**config.mk**
```make
export PLATFORM = sky130hd
export DESIGN_NAME = wdt_ctrl
export DESIGN_NICKNAME = d
export VERILOG_FILES = /design/src/rtl/wdt_pkg.sv /design/src/rtl/wdt_unlock.sv /design/src/rtl/wdt_tmr.sv /design/src/rtl/wdt_ctrl.sv
export SDC_FILE = /design/constraint.sdc
export NUM_CORES = 1
export LEC_CHECK = 0
export BUFFER_PORTS_ARGS = -buffer_cell sky130_fd_sc_hd__buf_4
export CAP_MARGIN = 20
export CORE_ASPECT_RATIO = 0.75
export CORE_MARGIN = 5
export CORE_UTILIZATION = 51
export DETAILED_ROUTE_END_ITERATION = 12
export PLACE_DENSITY_LB_ADDON = 0.2
export SLEW_MARGIN = 20
export SYNTH_ARGS = -nofsm -noshare
export SYNTH_HDL_FRONTEND = slang
export SYNTH_SLANG_ARGS = --single-unit
```
**constraint.sdc**
```tcl
create_clock -name clk -period 7.6 [get_ports clk]
set_input_delay 0.76 -clock clk [delete_from_list [all_inputs] [get_ports clk]]
set_output_delay 0.76 -clock clk [all_outputs]
set_load 0.005 [all_outputs]
```
**src/rtl/wdt_pkg.sv**
```systemverilog
package wdt_pkg;
    localparam int CODE_W    = 4;
    localparam int B_FLAG    = 7;
    localparam int B_IE      = 6;
    localparam int B_CODE3   = 5;
    localparam int B_CHG     = 4;
    localparam int B_WDE     = 3;

    typedef enum logic {W_LOCKED, W_OPEN} win_state_t;
    typedef enum logic {T_IDLE, T_RUN} tmr_state_t;

    typedef struct packed {
        logic              flag;
        logic              ie;
        logic              wde;
        logic [CODE_W-1:0] code;
    } wdt_reg_t;
endpackage

```
**src/rtl/wdt_unlock.sv**
```systemverilog
module wdt_unlock
    import wdt_pkg::*;
#(
    parameter int WIN_CYCLES = 4
) (
    input  logic clk,
    input  logic rst_n,
    input  logic wr_en,
    input  logic unlock_req,
    output logic win_open,
    output logic prot_wr
);
    localparam int WCW = $clog2(WIN_CYCLES + 1);

    win_state_t     state_q, state_d;
    logic [WCW-1:0] cnt_q;
    logic           last_cyc;

    assign last_cyc = (cnt_q == WCW'(WIN_CYCLES - 1));

    always_ff @(posedge clk or negedge rst_n) begin
        if (!rst_n) begin
            state_q <= W_LOCKED;
        end else begin
            state_q <= state_d;
        end
    end

    always_ff @(posedge clk or negedge rst_n) begin
        if (!rst_n) begin
            cnt_q <= '0;
        end else if (state_q == W_LOCKED) begin
            cnt_q <= '0;
        end else begin
            cnt_q <= cnt_q + 1'b1;
        end
    end

    always_comb begin
        state_d = state_q;
        unique case (state_q)
            W_LOCKED: if (wr_en && unlock_req) state_d = W_OPEN;   // unlock
            W_OPEN:   if (wr_en || last_cyc)   state_d = W_LOCKED; // commit / lapse
            default:  state_d = W_LOCKED;
        endcase
    end

    always_comb begin
        win_open = 1'b0;
        prot_wr  = 1'b0;
        unique case (state_q)
            W_LOCKED: begin
                win_open = 1'b0;
                prot_wr  = 1'b0;
            end
            W_OPEN: begin
                win_open = 1'b1;
                prot_wr  = wr_en;
            end
            default: begin
                win_open = 1'b0;
                prot_wr  = 1'b0;
            end
        endcase
    end
endmodule

```
**src/rtl/wdt_tmr.sv**
```systemverilog
module wdt_tmr
    import wdt_pkg::*;
#(
    parameter int BASE_TICKS = 2048,
    parameter int MAX_CODE   = 9
) (
    input  logic              clk,
    input  logic              rst_n,
    input  logic              tick,
    input  logic              run,
    input  logic              kick,
    input  logic [CODE_W-1:0] code,
    output logic              expire
);
    localparam int CW = $clog2(BASE_TICKS) + MAX_CODE + 1;

    tmr_state_t        state_q, state_d;
    logic [CW-1:0]     cnt_q;
    logic [CW-1:0]     limit;
    logic [CODE_W-1:0] code_eff;
    logic              at_end;

    assign code_eff = (code > CODE_W'(MAX_CODE)) ? CODE_W'(MAX_CODE) : code;
    assign limit    = CW'(BASE_TICKS) << code_eff;
    assign at_end   = (cnt_q >= limit - 1'b1);

    always_ff @(posedge clk or negedge rst_n) begin
        if (!rst_n) begin
            state_q <= T_IDLE;
        end else begin
            state_q <= state_d;
        end
    end

    always_comb begin
        state_d = state_q;
        unique case (state_q)
            T_IDLE:  if (run)  state_d = T_RUN;   // arm
            T_RUN:   if (!run) state_d = T_IDLE;  // disarm
            default: state_d = T_IDLE;
        endcase
    end

    always_comb begin
        expire = 1'b0;
        unique case (state_q)
            T_IDLE:  expire = 1'b0;
            T_RUN:   expire = tick && !kick && at_end;
            default: expire = 1'b0;
        endcase
    end

    always_ff @(posedge clk or negedge rst_n) begin
        if (!rst_n) begin
            cnt_q <= '0;
        end else if (state_q == T_IDLE || kick) begin
            cnt_q <= '0;
        end else if (tick) begin
            cnt_q <= expire ? '0 : cnt_q + 1'b1;
        end
    end
endmodule

```
**src/rtl/wdt_ctrl.sv**
```systemverilog
module wdt_ctrl
    import wdt_pkg::*;
#(
    parameter int BASE_TICKS = 2048,
    parameter int MAX_CODE   = 9,
    parameter int WIN_CYCLES = 4
) (
    input  logic       clk,
    input  logic       rst_n,
    input  logic       tick_en,
    input  logic       kick,
    input  logic       wr_en,
    input  logic [7:0] wr_data,
    input  logic       irq_ack,
    output logic [7:0] rd_data,
    output logic       irq,
    output logic       rst_req
);
    wdt_reg_t reg_q;
    logic     win_open, prot_wr, expire, unlock_req, flag_clr;

    assign unlock_req = wr_data[B_CHG] && wr_data[B_WDE];
    assign flag_clr   = (wr_en && wr_data[B_FLAG]) || irq_ack;

    wdt_unlock #(.WIN_CYCLES(WIN_CYCLES)) u_unlock (
        .clk        (clk),
        .rst_n      (rst_n),
        .wr_en      (wr_en),
        .unlock_req (unlock_req),
        .win_open   (win_open),
        .prot_wr    (prot_wr)
    );

    wdt_tmr #(.BASE_TICKS(BASE_TICKS), .MAX_CODE(MAX_CODE)) u_tmr (
        .clk    (clk),
        .rst_n  (rst_n),
        .tick   (tick_en),
        .run    (reg_q.ie || reg_q.wde),
        .kick   (kick),
        .code   (reg_q.code),
        .expire (expire)
    );

    always_ff @(posedge clk or negedge rst_n) begin
        if (!rst_n) begin
            reg_q   <= '0;
            rst_req <= 1'b0;
        end else begin
            rst_req <= expire && reg_q.wde;
            if (expire) begin
                reg_q.flag <= 1'b1;
            end else if (flag_clr) begin
                reg_q.flag <= 1'b0;
            end
            if (wr_en) begin
                reg_q.ie <= wr_data[B_IE];
            end
            if (prot_wr) begin
                reg_q.wde  <= wr_data[B_WDE];
                reg_q.code <= {wr_data[B_CODE3], wr_data[2:0]};
            end else if (wr_en && wr_data[B_WDE]) begin
                reg_q.wde <= 1'b1;
            end
        end
    end

    assign rd_data = {reg_q.flag, reg_q.ie, reg_q.code[3], win_open,
                      reg_q.wde, reg_q.code[2:0]};
    assign irq     = reg_q.flag && reg_q.ie;
endmodule

```
==> results by group <==
Worst setup path
  – Worst-path fanout max: 37
  – Worst Path Arrival: 3.42 ns
  – Worst r2r dst: u_tmr.cnt_q[20]
  – R2r setup slk: 4.39 ns
  – Data required, critical path: 7.80 ns
  – R2r worst-path depth: 13
  – R2r startpoint: rd_data[0]
  – Startpoint Class: flop
  – Kind of critical path: reg2reg
  – Crit. End Element: flop

Timing
  – Clk_skew: 0.00560 ns
  – Worst-Margin Slew: 0.753 ns
  – Tcrit/Tclk final: 42.3%
  – Max Clk Rate: 311 MHz
  – Pins over their slew limit: 0
  – Worst Setup Slack, final: 4.39 ns
  – Unrepaired setup endpoints after global routing: no
  – Final Setup Violations: 0
  – Fin Setup TNS: 0 ns
  – Crit path time final: 3.21 ns
  – Final hold vios: 0
  – Slew headroom: 49.4%

Routing
  – Residual DRC: 0
  – Via count: 1909
  – Via-to-Cell Ratio: 6.24
  – 1st-iter DRT viols: 173
  – Post-detailed-routing wire length: 4970 um
  – DR WL/cell: 16.2 um
  – Drt first pass iters: 5
  – Final ANT Viol Nets: 0

Placement
  – IO Port Bufs: 23
  – Global placer's final weighted congestion: 0.792
  – Post-DP HPWL: 3430 um
  – Dpl ws: 4.43 ns

Global routing
  – GRT overflow: 0
  – First-pass GRT wire length: 8570 um
  – Vias in the first global route: 1754
  – Largest net degree at the start of global routing: 38
  – Initial antenna violation count: 0
  – Total global-route track usage: 19.1%

Layout
  – ANT cells: 0
  – Syn-to-layout area delta: 14.2%
  – Share of cells above drive strength 1: 19.1%
  – Nets: 278
  – Fill cells: 350

Logic synthesis
  – Area contributors post-synth: dfrtp_1 39%, ha_1 8.1%, a41oi_1 6.1%
  – Area leader, netlist: dfrtp_1
  – Area of the mapped netlist: 0.00216 mm2
  – Flops & latches, synth: 34
  – Ys flop type: dfrtp_1
  – Async set-or-reset flop fraction in the synthesized netlist: 100%
  – Yosys warnings: 0
  – Syn nets: 257
  – Synth Instances: 229
  – Distinct cells, synth: 47
  – Synth cell count leaders: 34 x dfrtp_1, 18 x nand2_1, 15 x a41oi_1, 15 x nand4_1, 14 x ha_1
  – Most numerous cell in the Yosys netlist: dfrtp_1
  – Sequential area share after synthesis: 39.4%
  – Number of synthesized flops with an enable pin: 0
  – Syn avg cell area: 9.44 um2
  – Synth top area share: 39.4%

Floorplanning
  – Chip Width: 85.2 um
  – Die area: 0.00565 mm2
  – IO Pins: 24
  – Core Rows: 20
  – Die Span Y: 66.4 um
  – Initial Utilization: 53.0%
  – CORE AREA: 0.00408 mm2

Pwr
  – Pwr dens: 179 mW/mm2
  – Leakage power: 0.00107 uW
  – Maximum vdd drop: 0.121 mV

Clock tree
  – CTS tree: done
  – Htree depth: 2
  – Clock transition at path regs: 0.07 ns
  – Post-CTS Hold Buffers: 0
  – TritonCTS buffer count: 5
  – Clock Path Buffers: 2
  – PostCTS Resize Cnt: 0
  – Post-CTS setup buffer count: 0
  – Latest clock arrival within the worst-skew pair: 0.28 ns
  – CTS sink cnt: 34
  – Root Driver: clkbuf_8

Flow run
  – Max Cap Viol: 0

Worst hold path
  – Worst Hold Class: in2async

Outcome
  – Status: complete, no violations
area by class of cell:
| class | count | area, um2 | share of cell area, % |
|---|---|---|---|
| Clock buffer | 7 | 86.3 | 3.50 |
| Clock inverter | 1 | 5.00 | 0.203 |
| Inverter | 13 | 48.8 | 1.98 |
| Multi-Input combinational cell | 170 | 1210 | 49.2 |
| Sequential cell | 34 | 851 | 34.4 |
| Tap cell | 55 | 68.8 | 2.79 |
| Timing Repair Buffer | 26 | 195 | 7.90 |
cells by family (layout without fill, tap and decap cells):
kind of cell    count (synthesis)  in the layout  share of synthesized area, %
simple gates                   94             94                          26.4
compound gates                 55             55                          18.2
flops                          34             34                          39.4
buf+inv                        25             47                          4.69
fa+ha+maj                      14             14                          8.10
mux                             5              5                          2.60
other cells                     1              1                         0.173
xor+xnor                        1              1                         0.405
how the worst max path moves through the flow:
stage	from	endpoint	slack, ns	cells after the start
detailed placement	rd_data[0]	u_tmr.cnt_q[20]	4.43	12
floorplan	rd_data[0]	u_tmr.cnt_q[15]	4.62	12
global route	rd_data[1]	u_tmr.cnt_q[20]	4.14	13
CTS	rd_data[0]	u_tmr.cnt_q[20]	4.41	12
finish	rd_data[0]	u_tmr.cnt_q[20]	4.39	13
global placement	rd_data[0]	u_tmr.cnt_q[20]	4.52	12
critical path, cell delays in order (launching register included):
cell and delay (ns):
dfrtp_1 0.44, or2_2 0.34, or3_1 0.34, ha_1 0.26
nor3_1 0.15, a21o_1 0.11, a32oi_1 0.10, ha_1 0.28
nand4_1 0.09, nor3_1 0.07, a21oi_2 0.13, buf_4 0.34
nand3_1 0.24, o22ai_1 0.23
placed cells by master (no fill, tap or decap), types with 4 or more instances in the layout:
cell type | netlist | final
a21oi_1 | 7 | 7
mux2_2 | 5 | 5
and4_1 | 5 | 5
a31oi_1 | 12 | 12
nand4b_1 | 9 | 9
a41oi_1 | 15 | 15
nand3_1 | 10 | 10
and2_1 | 5 | 5
nand2_1 | 18 | 18
buf_4 | 1 | 26
nand4_1 | 15 | 15
clkbuf_8 | 0 | 6
nor2_1 | 7 | 7
inv_1 | 13 | 13
dfrtp_1 | 34 | 34
o21ai_0 | 6 | 6
nor4_1 | 4 | 4
ha_1 | 14 | 14
routing by layer:
| metal | vias to the layer above | GRT usage, % | part of all wire, % |
|---|---|---|---|
| met3 | 4 | 4.98 | 6.2 |
| met1 | 896 | 29.0 | 51 |
| met2 | 72 | 27.0 | 42 |
| met5 | - | 0 | 0 |
| met4 | 0 | 3.75 | 0.42 |
| li1 | 937 | - | - |
where the power goes:
| part | total (uW) | switching (uW) | internal, uW |
|---|---|---|---|
| Sequential | 211 | 19.0 | 192 |
| Combinational | 92.2 | 45.7 | 46.5 |
| Clock | 139 | 66.3 | 73.1 |
flip-flops by register name (all words and copies together), names as in the netlist:
signal and count:
u_tmr.cnt_q 21, rd_data 7, u_unlock.cnt_q 3, rst_req 1
u_tmr.state_q 1, u_unlock.state_q 1
through the flow:
step           hold slack (ns)  std cells  power [uW]  utilization [%]  area (um2)
2_1_floorplan            0.409        229         268                -        2160
3_3_place_gp             0.428        298         305             58.2        2370
3_5_place_dp             0.427        298         306             58.2        2370
4_1_cts                  0.421        306         446             60.4        2460
5_1_grt                  0.447        306         472             60.6        2470
6_report                 0.415        306         443             60.6        2470
Power figures use the tool's default switching activity.
